<file path="src/rtl/i2c_aseq_pkg.sv">
package i2c_aseq_pkg;
   localparam int BYTE_W  = 8;
   localparam int N_AREAS = 2;

   typedef enum logic [2:0] {
      OP_NONE   = 3'd0,
      OP_START  = 3'd1,
      OP_RSTART = 3'd2,
      OP_WRITE  = 3'd3,
      OP_READ   = 3'd4,
      OP_STOP   = 3'd5
   } eng_op_e;

   typedef enum logic [2:0] {
      ST_IDLE,
      ST_ADDR,
      ST_IADDR,
      ST_DATA,
      ST_STOP
   } seq_st_e;
endpackage

</file>
<file path="src/rtl/aseq_mode_reg.sv">
module aseq_mode_reg (
   input  logic clk,
   input  logic rst_n,
   input  logic set_pulse,
   input  logic clr_pulse,
   output logic alt_mode
);
   always_ff @(posedge clk or negedge rst_n) begin
      if (!rst_n)         alt_mode <= 1'b0;
      else if (clr_pulse) alt_mode <= 1'b0;
      else if (set_pulse) alt_mode <= 1'b1;
   end

   AST_CLR_WINS: assert property (@(posedge clk) disable iff (!rst_n)
      clr_pulse |=> !alt_mode);
   AST_SET_TAKES: assert property (@(posedge clk) disable iff (!rst_n)
      (set_pulse && !clr_pulse) |=> alt_mode);
endmodule

</file>
<file path="src/rtl/aseq_cmd_decode.sv">
module aseq_cmd_decode
   import i2c_aseq_pkg::*;
#(
   parameter int LEN_W       = 8,
   parameter int AREA_STRIDE = 16
) (
   input  logic                           alt_mode,
   input  logic                           legacy_rd,
   input  logic [N_AREAS*AREA_STRIDE-1:0] cmd_word,
   output logic [LEN_W-1:0]               len_first,
   output logic                           dir_first,
   output logic [LEN_W-1:0]               len_second,
   output logic                           dir_second,
   output logic                           has_second,
   output logic                           reject
);
   logic [LEN_W-1:0] f_len [N_AREAS];
   logic             f_dir [N_AREAS];
   logic             unused_word;

   generate
      if (LEN_W + 1 > AREA_STRIDE) begin : g_bad_stride
         $error("area stride too small for count plus direction");
      end
      for (genvar a = 0; a < N_AREAS; a++) begin : g_area
         assign f_len[a] = cmd_word[a*AREA_STRIDE +: LEN_W];
         assign f_dir[a] = cmd_word[a*AREA_STRIDE + LEN_W];
      end
   endgenerate

   assign unused_word = ^cmd_word;

   always_comb begin
      len_first  = f_len[0];
      dir_first  = alt_mode ? f_dir[0] : legacy_rd;
      len_second = f_len[1];
      dir_second = f_dir[1];
      has_second = alt_mode && (f_len[1] != '0);
      reject     = (f_len[0] == '0);
   end
endmodule

</file>
<file path="src/rtl/aseq_byte_cnt.sv">
module aseq_byte_cnt #(
   parameter int LEN_W = 8
) (
   input  logic             clk,
   input  logic             rst_n,
   input  logic             load,
   input  logic [LEN_W-1:0] load_val,
   input  logic             dec,
   output logic             last
);
   logic [LEN_W-1:0] cnt;

   always_ff @(posedge clk or negedge rst_n) begin
      if (!rst_n)    cnt <= '0;
      else if (load) cnt <= load_val;
      else if (dec)  cnt <= cnt - LEN_W'(1);
   end

   assign last = (cnt == LEN_W'(1));

   AST_NO_UNDERFLOW: assert property (@(posedge clk) disable iff (!rst_n)
      (dec && !load) |-> (cnt != '0));
endmodule

</file>
<file path="src/rtl/i2c_autostop_seq.sv">
module i2c_autostop_seq
   import i2c_aseq_pkg::*;
#(
   parameter int ADDR_W      = 7,
   parameter int LEN_W       = 8,
   parameter int AREA_STRIDE = 16,
   parameter int IADDR_BYTES = 3,
   localparam int IA_W       = $clog2(IADDR_BYTES + 1),
   localparam int IA_BITS    = IADDR_BYTES * BYTE_W,
   localparam int CMD_W      = N_AREAS * AREA_STRIDE
) (
   input  logic               clk,
   input  logic               rst_n,
   input  logic               mode_on,
   input  logic               mode_off,
   input  logic               legacy_rd,
   input  logic               go,
   input  logic [ADDR_W-1:0]  slave_addr,
   input  logic [IA_W-1:0]    iaddr_len,
   input  logic [IA_BITS-1:0] iaddr,
   input  logic [CMD_W-1:0]   cmd_word,
   output logic               busy,
   output logic               done,
   output logic               nack_err,
   output logic               eng_req,
   output logic [2:0]         eng_op,
   output logic [7:0]         eng_wdata,
   output logic               eng_ack,
   input  logic               eng_done,
   input  logic               eng_nack,
   input  logic [7:0]         eng_rdata,
   input  logic [7:0]         tx_data,
   output logic               tx_pop,
   output logic               rx_valid,
   output logic [7:0]         rx_data
);
   generate
      if (ADDR_W + 1 != BYTE_W) begin : g_bad_addr
         $error("address plus direction must fill one byte");
      end
      if (IADDR_BYTES < 1) begin : g_bad_ia
         $error("internal address needs at least one byte slot");
      end
   endgenerate

   logic             alt_mode;
   logic [LEN_W-1:0] dec_len0, dec_len1;
   logic             dec_dir0, dec_dir1, dec_has2, dec_reject;

   aseq_mode_reg u_mode (
      .clk       (clk),
      .rst_n     (rst_n),
      .set_pulse (mode_on),
      .clr_pulse (mode_off),
      .alt_mode  (alt_mode)
   );

   aseq_cmd_decode #(.LEN_W(LEN_W), .AREA_STRIDE(AREA_STRIDE)) u_dec (
      .alt_mode   (alt_mode),
      .legacy_rd  (legacy_rd),
      .cmd_word   (cmd_word),
      .len_first  (dec_len0),
      .dir_first  (dec_dir0),
      .len_second (dec_len1),
      .dir_second (dec_dir1),
      .has_second (dec_has2),
      .reject     (dec_reject)
   );

   seq_st_e          st;
   eng_op_e          op_q;
   logic             wait_q, rstart_q, area_idx, cur_dir;
   logic             r_dir1, r_has2;
   logic [LEN_W-1:0] r_len1;
   logic [ADDR_W-1:0] r_addr;
   logic [IA_BITS-1:0] r_iaddr;
   logic [IA_W-1:0]  iaddr_left;
   logic [7:0]       ia_byte;
   logic             cnt_load, cnt_dec, cnt_last;
   logic [LEN_W-1:0] cnt_val;
   logic             step_end, wr_refused, final_area;

   assign busy       = (st != ST_IDLE);
   assign eng_op     = op_q;
   assign step_end   = wait_q && eng_done;
   assign wr_refused = step_end && eng_nack && !cur_dir;
   assign final_area = area_idx || !r_has2;

   always_comb begin
      ia_byte = '0;
      for (int k = 0; k < IADDR_BYTES; k++) begin
         if (iaddr_left == IA_W'(k + 1)) ia_byte = r_iaddr[k*BYTE_W +: BYTE_W];
      end
   end

   always_comb begin
      cnt_dec  = (st == ST_DATA) && step_end && !wr_refused;
      cnt_load = 1'b0;
      cnt_val  = r_len1;
      if (st == ST_IDLE && go && !dec_reject) begin
         cnt_load = 1'b1;
         cnt_val  = dec_len0;
      end else if (cnt_dec && cnt_last && !area_idx && r_has2) begin
         cnt_load = 1'b1;
      end
   end

   aseq_byte_cnt #(.LEN_W(LEN_W)) u_cnt (
      .clk      (clk),
      .rst_n    (rst_n),
      .load     (cnt_load),
      .load_val (cnt_val),
      .dec      (cnt_dec),
      .last     (cnt_last)
   );

   always_ff @(posedge clk or negedge rst_n) begin
      if (!rst_n) begin
         st <= ST_IDLE;  op_q <= OP_NONE;
         wait_q <= 1'b0; rstart_q <= 1'b0; area_idx <= 1'b0; cur_dir <= 1'b0;
         r_dir1 <= 1'b0; r_has2 <= 1'b0; r_len1 <= '0;
         r_addr <= '0;   r_iaddr <= '0;  iaddr_left <= '0;
         done <= 1'b0;   nack_err <= 1'b0;
         eng_req <= 1'b0; eng_wdata <= '0; eng_ack <= 1'b0;
         tx_pop <= 1'b0; rx_valid <= 1'b0; rx_data <= '0;
      end else begin
         eng_req  <= 1'b0;
         tx_pop   <= 1'b0;
         rx_valid <= 1'b0;
         done     <= 1'b0;
         if (st == ST_IDLE) begin
            if (go) begin
               nack_err   <= 1'b0;
               r_addr     <= slave_addr;
               r_iaddr    <= iaddr;
               iaddr_left <= iaddr_len;
               cur_dir    <= dec_dir0;
               r_len1     <= dec_len1;
               r_dir1     <= dec_dir1;
               r_has2     <= dec_has2;
               area_idx   <= 1'b0;
               rstart_q   <= 1'b0;
               wait_q     <= 1'b0;
               if (dec_reject) done <= 1'b1;
               else            st   <= ST_ADDR;
            end
         end else if (!wait_q) begin
            eng_req <= 1'b1;
            wait_q  <= 1'b1;
            eng_ack <= 1'b0;
            case (st)
               ST_ADDR: begin
                  op_q      <= rstart_q ? OP_RSTART : OP_START;
                  eng_wdata <= {r_addr, (iaddr_left != '0) ? 1'b0 : cur_dir};
               end
               ST_IADDR: begin
                  op_q      <= OP_WRITE;
                  eng_wdata <= ia_byte;
               end
               ST_DATA: begin
                  if (cur_dir) begin
                     op_q      <= OP_READ;
                     eng_wdata <= '0;
                     eng_ack   <= !(cnt_last && final_area);
                  end else begin
                     op_q      <= OP_WRITE;
                     eng_wdata <= tx_data;
                     tx_pop    <= 1'b1;
                  end
               end
               default: begin
                  op_q      <= OP_STOP;
                  eng_wdata <= '0;
               end
            endcase
         end else if (eng_done) begin
            wait_q <= 1'b0;
            case (st)
               ST_ADDR: begin
                  if (eng_nack) begin
                     nack_err <= 1'b1;
                     st       <= ST_STOP;
                  end else if (iaddr_left != '0) begin
                     st <= ST_IADDR;
                  end else begin
                     st <= ST_DATA;
                  end
               end
               ST_IADDR: begin
                  if (eng_nack) begin
                     nack_err <= 1'b1;
                     st       <= ST_STOP;
                  end else begin
                     iaddr_left <= iaddr_left - IA_W'(1);
                     if (iaddr_left == IA_W'(1)) begin
                        if (cur_dir) begin
                           rstart_q <= 1'b1;
                           st       <= ST_ADDR;
                        end else begin
                           st <= ST_DATA;
                        end
                     end
                  end
               end
               ST_DATA: begin
                  if (wr_refused) begin
                     nack_err <= 1'b1;
                     st       <= ST_STOP;
                  end else begin
                     if (cur_dir) begin
                        rx_valid <= 1'b1;
                        rx_data  <= eng_rdata;
                     end
                     if (cnt_last) begin
                        if (!area_idx && r_has2) begin
                           area_idx <= 1'b1;
                           cur_dir  <= r_dir1;
                           rstart_q <= 1'b1;
                           st       <= ST_ADDR;
                        end else begin
                           st <= ST_STOP;
                        end
                     end
                  end
               end
               default: begin
                  st   <= ST_IDLE;
                  done <= 1'b1;
               end
            endcase
         end
      end
   end

   AST_REJECT_QUIET: assert property (@(posedge clk) disable iff (!rst_n)
      (st == ST_IDLE && go && dec_reject) |=> (done && !busy && !eng_req));
   AST_STOP_THEN_DONE: assert property (@(posedge clk) disable iff (!rst_n)
      (st == ST_STOP && step_end) |=> (done && !busy));
   AST_NACK_ABORTS: assert property (@(posedge clk) disable iff (!rst_n)
      (step_end && eng_nack && (st == ST_ADDR || st == ST_IADDR || (st == ST_DATA && !cur_dir)))
      |=> (st == ST_STOP && nack_err));
   AST_POP_IS_WRITE: assert property (@(posedge clk) disable iff (!rst_n)
      tx_pop |-> (eng_req && op_q == OP_WRITE && st == ST_DATA));
   AST_NACK_ONLY_FINAL: assert property (@(posedge clk) disable iff (!rst_n)
      (eng_req && op_q == OP_READ && !eng_ack) |-> (st == ST_DATA && final_area));
   AST_BUSY_GO_IGNORED: assert property (@(posedge clk) disable iff (!rst_n)
      (busy && go) |=> $stable(r_addr));
endmodule

</file>
<file path="config.mk">
export PLATFORM = sky130hd
export DESIGN_NAME = i2c_autostop_seq
export DESIGN_NICKNAME = d
export VERILOG_FILES = /design/src/rtl/i2c_aseq_pkg.sv /design/src/rtl/aseq_mode_reg.sv /design/src/rtl/aseq_cmd_decode.sv /design/src/rtl/aseq_byte_cnt.sv /design/src/rtl/i2c_autostop_seq.sv
export SDC_FILE = /design/constraint.sdc
export NUM_CORES = 1
export LEC_CHECK = 0
export BUFFER_PORTS_ARGS = -buffer_cell sky130_fd_sc_hd__buf_2
export CORE_MARGIN = 1.5
export CORE_UTILIZATION = 47
export DETAILED_ROUTE_END_ITERATION = 16
export PLACE_DENSITY = 0.72
export SYNTH_ARGS = -nofsm -noshare
export SYNTH_HDL_FRONTEND = slang
export SYNTH_SLANG_ARGS = --single-unit
</file>
<file path="constraint.sdc">
create_clock -name clk -period 2.1 [get_ports clk]
set_input_delay 0.315 -clock clk [delete_from_list [all_inputs] [get_ports clk]]
set_output_delay 0.315 -clock clk [all_outputs]
set_load 0.1 [all_outputs]
</file>
# Word-level counts from Yosys, hierarchy flattened
# Index checks and enable logic that the tools add are counted.
# totals
reg_bits,84
output_inout_bits,26
# op_classes
add_sub_neg,2
n_eq_ne,21
muxes,89
bitwise_logic,3
reduce_logical,45
# ops
operator,n
two-way mux 1 bit,57
two-way mux 8 bit,7
two-way mux 3 bit,12
one-hot mux 8 bit (3 select lines),1
one-hot mux 3 bit (3 select lines),2
AND reduction 6 bit,3
nonzero test 2 bit,9
two-way mux 2 bit,8
logical AND 1 bit,13
AND reduction 10 bit,1
"!= test 3 x 2 -> 1 bit, second input constant",3
"!= test 3 bit, second input constant",3
nonzero test 3 bit,3
"== test 8 x 1 -> 1 bit, second input constant",1
zero test 8 bit,1
nonzero test 8 bit,1
"subtractor 8 x 1 -> 8 bit, second input constant",1
AND reduction 7 bit,1
"== test 3 x 2 -> 1 bit, second input constant",2
zero test 1 bit,6
"!= test 3 x 1 -> 1 bit, second input constant",2
AND reduction 5 bit,1
"== test 2 bit, second input constant",2
"!= test 2 x 1 -> 1 bit, second input constant",2
other kinds (13),18

# Longest topological paths before layout
# Gate-level depths: netlist of run 1.
# depth
word_depth,11
depth_mapped,8

# Hierarchy
# A second synthesis of run 1 with hierarchy kept.
# unflattened
hier_cells,463
area_unflattened_um2,4196.5
# by_module_without_submodules
mod,instances,cells_per_inst,area_per_inst_um2,seq_area_each_um2
i2c_autostop_seq,1,387,3523.4,1876.8
aseq_byte_cnt,1,50,460.4,200.2
aseq_cmd_decode,1,24,177.7,0.0
aseq_mode_reg,1,2,35.0,25.0

# Least setup slack after synthesis of run 1
# OpenSTA, ideal clock, no wires.
# synth_path
kind,register to register
start,reg st[0]
end,reg eng_ack
setup_time_ns,0.096
t_arrival_ns,2.197
t_required_ns,2.004
path_slack_ns,-0.192
stages_incl_launch_ff,8
period_less_slack_ns,2.292
cell_sequence,dfrtp_1 -> buf_2 -> nor3_1 -> inv_1 -> nand2_1 -> buf_2 -> nand2_1 -> o31ai_1
# synth_via
elab_chain_cells,3
# synth_rtl
element,line_no,text
from (decl),i2c_autostop_seq.sv:70,seq_st_e st;
from (signal assigned),i2c_autostop_seq.sv:119,st <= ST_IDLE; op_q <= OP_NONE;
from (signal assigned),i2c_autostop_seq.sv:145,else st <= ST_ADDR;
from (signal assigned),i2c_autostop_seq.sv:182,st <= ST_STOP;
zero test 3 bit,i2c_autostop_seq.sv:131,if (st == ST_IDLE) begin
inverter 1 bit (no line),n/a,
AND reduction 2 bit (no line),n/a,
to (signal assigned),i2c_autostop_seq.sv:164,eng_ack <= !(cnt_last && final_area);
to (decl),i2c_autostop_seq.sv:28,"output logic eng_ack,"
# Parallel ways exist; a longest one is shown, timed or not.
# A chain may end at the register's enable or synchronous reset.

# Worst setup path after layout of run 1
# layout_path
start,reg u_cnt.cnt[5]
end,reg u_cnt.cnt[4]
# layout_via
elab_chain_cells,7
# layout_rtl
element,line_no,text
from (decl),aseq_byte_cnt.sv:11,logic [LEN_W-1:0] cnt;
from (signal assigned),aseq_byte_cnt.sv:15,else if (load) cnt <= load_val;
from (signal assigned),aseq_byte_cnt.sv:16,else if (dec) cnt <= cnt - LEN_W'(1);
== test 8 x 1 -> 1 bit *,aseq_byte_cnt.sv:19,assign last = (cnt == LEN_W'(1));
logical AND 1 bit * (3 in a row),i2c_autostop_seq.sv:103,end else if (cnt_dec && cnt_last && !area_idx && r_has2) begin
two-way mux 1 bit *,i2c_autostop_seq.sv:103,
two-way mux 1 bit *,i2c_autostop_seq.sv:100,if (st == ST_IDLE && go && !dec_reject) begin
two-way mux 8 bit or nonzero test 2 bit (tied branches),n/a,
# Mark *: on every way between the ends. The rest lies on a longest branch, timed or not.

==> results.json, run 1 <==
{
  "synth_area_um2": 4120,
  "setup_viol": 0,
  "drtAntennaViolNets": 0,
  "required_ns": 2.35,
  "synth_fp_nets": 540,
  "numClockSinks": 84,
  "netlist_instances": 445,
  "cts_root_buf": "clkbuf_8",
  "synth_compound_area_share_pct": 16.4,
  "rows": 33,
  "port_buffers": 100,
  "grtUsageTotal_pct": 23.2,
  "initial_core_util_pct": 49.4,
  "antenna_cells": 0,
  "ff2ff_setup_slack_ns": 0.07,
  "r2r_end": "u_cnt.cnt[4]",
  "finalClockSkew_ns": 0.0114,
  "path_max_fanout": 7,
  "synth_simple_gate_area_share_pct": 21.3,
  "cts_max_level": 3,
  "via_per_inst": 5.63,
  "drv_cap": 0,
  "worstMarginPinSlew_ns": 0.561,
  "cts_buffers": 9,
  "tns_ns": 0,
  "antenna_found_initial": 1,
  "die_h_um": 96.6,
  "syn_avg_cell_area_um2": 9.25,
  "clk_path_buf_depth": 2,
  "ys_seq_area_share_pct": 51.0,
  "wl_per_cell_um": 15.9,
  "io_pins": 115,
  "min_to": "u_mode.alt_mode",
  "gp_congestion": 0.904,
  "worst_setup_path_end_kind": "flop",
  "die_w_um": 96.6,
  "synthFlopType": "dfrtp_1",
  "relSlewSlack_pct": 62.6,
  "power_density_nw_per_um2": 1680,
  "hpwl_um": 7640,
  "cts_tree": "yes",
  "drt-pass1-iter-count": 5,
  "hold_viol_final": 0,
  "yosys.area_share.adder_pct": 1.82,
  "grt_pass1_wl_um": 17600,
  "r2r_start": "u_cnt.cnt[5]",
  "critPathKind": "flop to flop",
  "dp_slack_ns": -0.0151,
  "min_delay_path_depth": 2,
  "total_power_mw": 8.68,
  "synth_edf_count": 0,
  "finalCriticalPeriod_ns": 2.03,
  "drt-initial-drc-count": 232,
  "irDropWorstVdd_v": 0.00130,
  "drv_slew": 0,
  "synthDistinctLibCells": 57,
  "final_nets": 651,
  "timing.final.ws_setup_ns": 0.0695,
  "fin_hold_ws_ns": 0.105,
  "outcome": "completed",
  "synth_warnings": 0,
  "timing.final.crit_share_pct": 96.7,
  "die_area_um2": 9330,
  "overflow": 0,
  "final_cells": 665,
  "coreArea_um2": 8340,
  "r2r_cells": 4,
  "wl_um": 10600,
  "critPathArrivalTime_ns": 2.28,
  "dp_cells": 648,
  "fin_util_pct": 61.7,
  "leakage_nw": 2.64,
  "drive_gt1_share_pct": 29.6,
  "synth_mux_area_share_pct": 4.25,
  "rsz0062_at_grt": "no",
  "synthToLayoutAreaGrowth_pct": 25.1,
  "async_reset_ff_share_pct": 100,
  "dpl_cell_area_um2": 4870,
  "drc": 0,
  "clock.fmax_mhz": 492,
  "worstSkewPairLatency_ns": 0.36,
  "grt_max_degree": 44,
  "final_cell_area_um2": 5150,
  "vias": 3741,
  "hold_class": "input pin to flop",
  "synth_xor_area_share_pct": 0.425,
  "grt_pass1_vias": 3645,
  "worstHoldStart": "mode_off",
  "clk_pin_slew_ns": 0.09,
  "cp-start-kind": "flop",
  "yosys_register_bits": 84,
  "synth_top_family_by_area": "simple AND/OR/NAND/NOR gates"
}
[flip-flops by register name, indices dropped and copies added, names as in the netlist, 2 cells and up]
name	count
r_addr	7
r_len1	8
st	3
iaddr_left	2
eng_wdata	8
r_iaddr	24
rx_data	8
u_cnt.cnt	8
eng_op	3
[synthesized netlist by cell type, types with 3 or more instances]
master    number  share of area (%)
mux2i_1        4               0.97
buf_2          6               0.73
or3_1          4               0.61
ha_1           6                1.8
buf_1          6               0.55
a31oi_1        3               0.46
nor2_1        21                1.9
nor2b_1        5               0.76
o21ai_0       25                3.0
nor4_1         4               0.61
a222oi_1       7                1.7
nor3_1        11                1.3
o31ai_1        5               0.91
clkbuf_1      14                1.3
inv_1         19                1.7
nand3b_1       3               0.55
mux2_2        10                2.7
a221oi_1       3               0.64
or4_1          3               0.55
nand2_1      128                 12
a21oi_1       19                2.3
dfrtp_1       84                 51
a211oi_1       3               0.55
nand3_1        3               0.36
a221o_1        9                2.2
[timing repair]
action | 4_1_cts | 5_1_grt
endpoints found under the hold margin | 41 | 0
hold buffers | 1 | 0
pin swaps | 0 | 0
resized for setup | 2 | 3
endpoints found under the setup margin | 3 | 4
setup buffers | 0 | 1
[power breakdown]
part / internal (mW) / switching [mW]
Clock: 0.786 / 0.605
Combinational: 1.39 / 3.13
Sequential: 2.31 / 0.461
[layout make-up]
type	count	area (µm²)
sequential	84	2100
multi-input combinational	314	1860
inverter	19	75.1
fill	739	3190
tap	105	131
timing repair buffer	128	743
clock buffer	9	124
clock inverter	6	111
[layout by cell type (no fill, tap or decap), drive strengths merged, types with 2 or more instances in the layout]
master,Yosys,layout
nand3,3,3
a41o,2,2
nor3b,2,2
o31ai,5,5
o21ai,27,27
inv,19,19
a222oi,7,7
nand3b,3,3
a21o,2,2
nor4b,2,2
and3,2,2
nor2b,5,5
clkinvlp,0,2
nor4,4,4
clkbuf,14,9
ha,6,6
or4,3,3
dfrtp,84,84
o21bai,2,2
mux2,12,12
nand2,128,128
bufinv,0,3
a21oi,20,20
a31oi,3,3
or3,4,4
o22ai,2,2
buf,14,127
a211oi,3,3
nor3,12,12
a221o,9,9
xor2,2,2
a221oi,4,4
mux2i,4,4
nor2,21,21
[cell families after synthesis]
logic type               count (synthesis)
AND/OR/NAND/NOR                        194
AO/OA/AOI/OAI                           96
flip-flops                              84
buffers and inverters                   47
multiplexers                            16
adder cells (fa/ha/maj)                  6
XOR/XNOR                                 2
[per-layer routing]
metal  GRT usage, %  wire length (µm)  vias up
met4           9.81               321        0
met5              0                 0        -
li1               -                 -     1777
met3           5.71               732       29
met2           34.5              4730      148
met1           32.6              4770     1787
[critical path, stage by stage, from the launching register on]
cell and delay, ns:
dfrtp_1 0.42, or4_4 0.59, or3_4 0.45, mux2i_1 0.15, a221oi_1 0.32
[how the worst max path moves through the flow]
stage	start	end	cells past startpoint
floorplan	st[0]	eng_ack	7
global placement	u_cnt.cnt[5]	u_cnt.cnt[3]	4
detailed placement	u_cnt.cnt[5]	u_cnt.cnt[4]	4
CTS	u_cnt.cnt[5]	st[2]	4
global route	u_cnt.cnt[5]	st[0]	4
finish	u_cnt.cnt[5]	u_cnt.cnt[4]	4
Power figures use the tool's default switching activity.
==> run 2, diff against run 1 <==
--- a/config.mk
+++ b/config.mk
@@ -10,6 +10,7 @@
 export CORE_UTILIZATION = 47
 export DETAILED_ROUTE_END_ITERATION = 16
 export PLACE_DENSITY = 0.72
+export REMOVE_ABC_BUFFERS = 1
 export SYNTH_ARGS = -nofsm -noshare
 export SYNTH_HDL_FRONTEND = slang
 export SYNTH_SLANG_ARGS = --single-unit
==> run 2 against run 1 <==
Clock-buffer cell count is 2 higher. Wire length down 4.2%. Final area is 0.70% lower. Register-to-register slack better by 0.04 ns. Utilization down 0.44 points. Die area did not move. Power down 2.7%. Critical path depth unchanged. Largest power group unchanged.
==> results.json, run 2 (synthesis results as in run 1) <==
{
  "drc": 0,
  "initial_core_util_pct": 49.4,
  "drt-initial-drc-count": 232,
  "power_density_nw_per_um2": 1650,
  "grt_max_degree": 51,
  "coreArea_um2": 8340,
  "worstSkewPairLatency_ns": 0.36,
  "cp-start-kind": "flop",
  "met1_usage_pct": 30.6,
  "overflow": 0,
  "die_h_um": 96.6,
  "final_common_cell": "nand2_1",
  "finalCriticalPeriod_ns": 2.00,
  "worstMarginPinSlew_ns": 0.637,
  "relSlewSlack_pct": 57.5,
  "path_max_fanout": 18,
  "tns_ns": 0,
  "synthToLayoutAreaGrowth_pct": 24.2,
  "largest_register": "r_iaddr",
  "clock.fmax_mhz": 500,
  "wl_um": 10100,
  "grtUsageTotal_pct": 22.1,
  "grt-busiest-layer": "met2",
  "via_per_inst": 5.47,
  "rsz0062_at_grt": "yes",
  "irDropWorstVdd_v": 0.000804,
  "port_buffers": 100,
  "antenna_found_initial": 0,
  "drv_cap": 0,
  "rows": 33,
  "hold_class": "input pin to flop",
  "max_stage_delay_ns": 0.42,
  "hold_viol_final": 0,
  "antenna_cells": 0,
  "crit_chain": "buf_12, nor3_2, inv_1, buf_4",
  "fin_hold_ws_ns": 0.110,
  "drive_gt1_share_pct": 29.2,
  "leakage_nw": 2.61,
  "worst_setup_path_end_kind": "primary output",
  "cts_tree": "yes",
  "drt-pass1-iter-count": 6,
  "cts_root_buf": "clkbuf_8",
  "timing.final.crit_share_pct": 95.3,
  "grt_pass1_wl_um": 16800,
  "cpMaxStageDelayCell": "dfrtp_1",
  "outcome": "completed",
  "largest_reg_flops": 24,
  "wl_per_cell_um": 15.2,
  "final_cell_mix": "nand2_1, buf_2, dfrtp_1",
  "cts_max_level": 3,
  "critPathArrivalTime_ns": 1.69,
  "die_w_um": 96.6,
  "final_nets": 649,
  "drtAntennaViolNets": 0,
  "final_cell_area_um2": 5110,
  "die_area_um2": 9330,
  "critPathKind": "flop to primary output",
  "required_ns": 1.78,
  "drv_slew": 0,
  "dpl_cell_area_um2": 4870,
  "cts_buffers": 9,
  "met2_usage_pct": 35.3,
  "gr-usage-met3_pct": 3.40,
  "clk_pin_slew_ns": 0.09,
  "fillers": 751,
  "gp_congestion": 0.885,
  "grt_pass1_vias": 3571,
  "clk_path_buf_depth": 2,
  "hpwl_um": 7240,
  "fin_util_pct": 61.3,
  "setup_viol": 0,
  "finalClockSkew_ns": 0.0138,
  "numClockSinks": 84,
  "vias": 3634,
  "io_pins": 115
}
==> run 2: cell types whose count changed in the layout (fill, tap and decap cells not counted), sizes merged <==
cell      before  now
clkinv         1    0
clkinvlp       2    3
clkbuf         9   11
inv           19   20
bufinv         3    1
buf          127  125
==> run 2: where the power goes <==
part | internal [mW] | switching, mW | total, mW
sequential | 2.31 | 0.461 | 2.77
combinational | 1.41 | 3.11 | 4.52
clock | 0.555 | 0.592 | 1.15
==> run 2: final cells by class <==
cell class / instances / area, µm² / share of cell area (%)
Inverter: 19 / 71.3 / 1.39
Clock inverter: 5 / 61.3 / 1.20
Timing Repair Buffer: 126 / 753 / 14.7
Clock buffer: 11 / 131 / 2.57
Multi-Input combinational cell: 314 / 1860 / 36.4
Tap cell: 105 / 131 / 2.57
Sequential cell: 84 / 2100 / 41.1
==> run 2: final timing paths <==
kind / startpoint / endpoint / slack (ns) / cells after the start
worst max-delay path: st[0] / busy / 0.1 / 4
worst min-delay path: mode_off / u_mode.alt_mode / 0.11 / 2
worst max register to register: st[0] / iaddr_left[0] / 0.11 / 5
worst min register to register: r_addr[2] / r_addr[2] / 0.48 / 2
max in group asynchronous: rst_n / eng_op[0] / 1.03 / 3
min in group asynchronous: rst_n / r_iaddr[9] / 0.44 / 2
==> run 2: worst max-delay path: cells and delay by family (launching register included) <==
family	cells	cell delay [ns]
simple gates	1	0.28
flops	1	0.42
buf+inv	3	0.64
==> run 2: routing by layer <==
layer / up-vias / wire [µm] / part of all wire, %
met1: 1719 / 4500 / 44
met3: 17 / 564 / 5.6
met2: 119 / 4860 / 48
met5: - / 0 / 0
met4: 0 / 189 / 1.9
li1: 1779 / - / -
==> run 2: what timing repair did <==
item | in CTS | in global routing
hold buffers | 1 | 0
endpoints found under the setup margin | 1 | 10
setup buffers | 0 | 0
resized for setup | 1 | 7
endpoints found under the hold margin | 34 | 0
pin swaps | 0 | 0
==> run 2: through the flow <==
stage / std cells / worst slack, ns / total power, mW
4_1_cts: 664 / 0.0241 / 8.41
6_report: 664 / 0.0991 / 8.44
2_1_floorplan: 417 / -1.46 / 5.95
3_3_place_gp: 647 / 0.0978 / 7.13
3_5_place_dp: 647 / 0.0421 / 7.25
5_1_grt: 664 / -0.000944 / 8.97
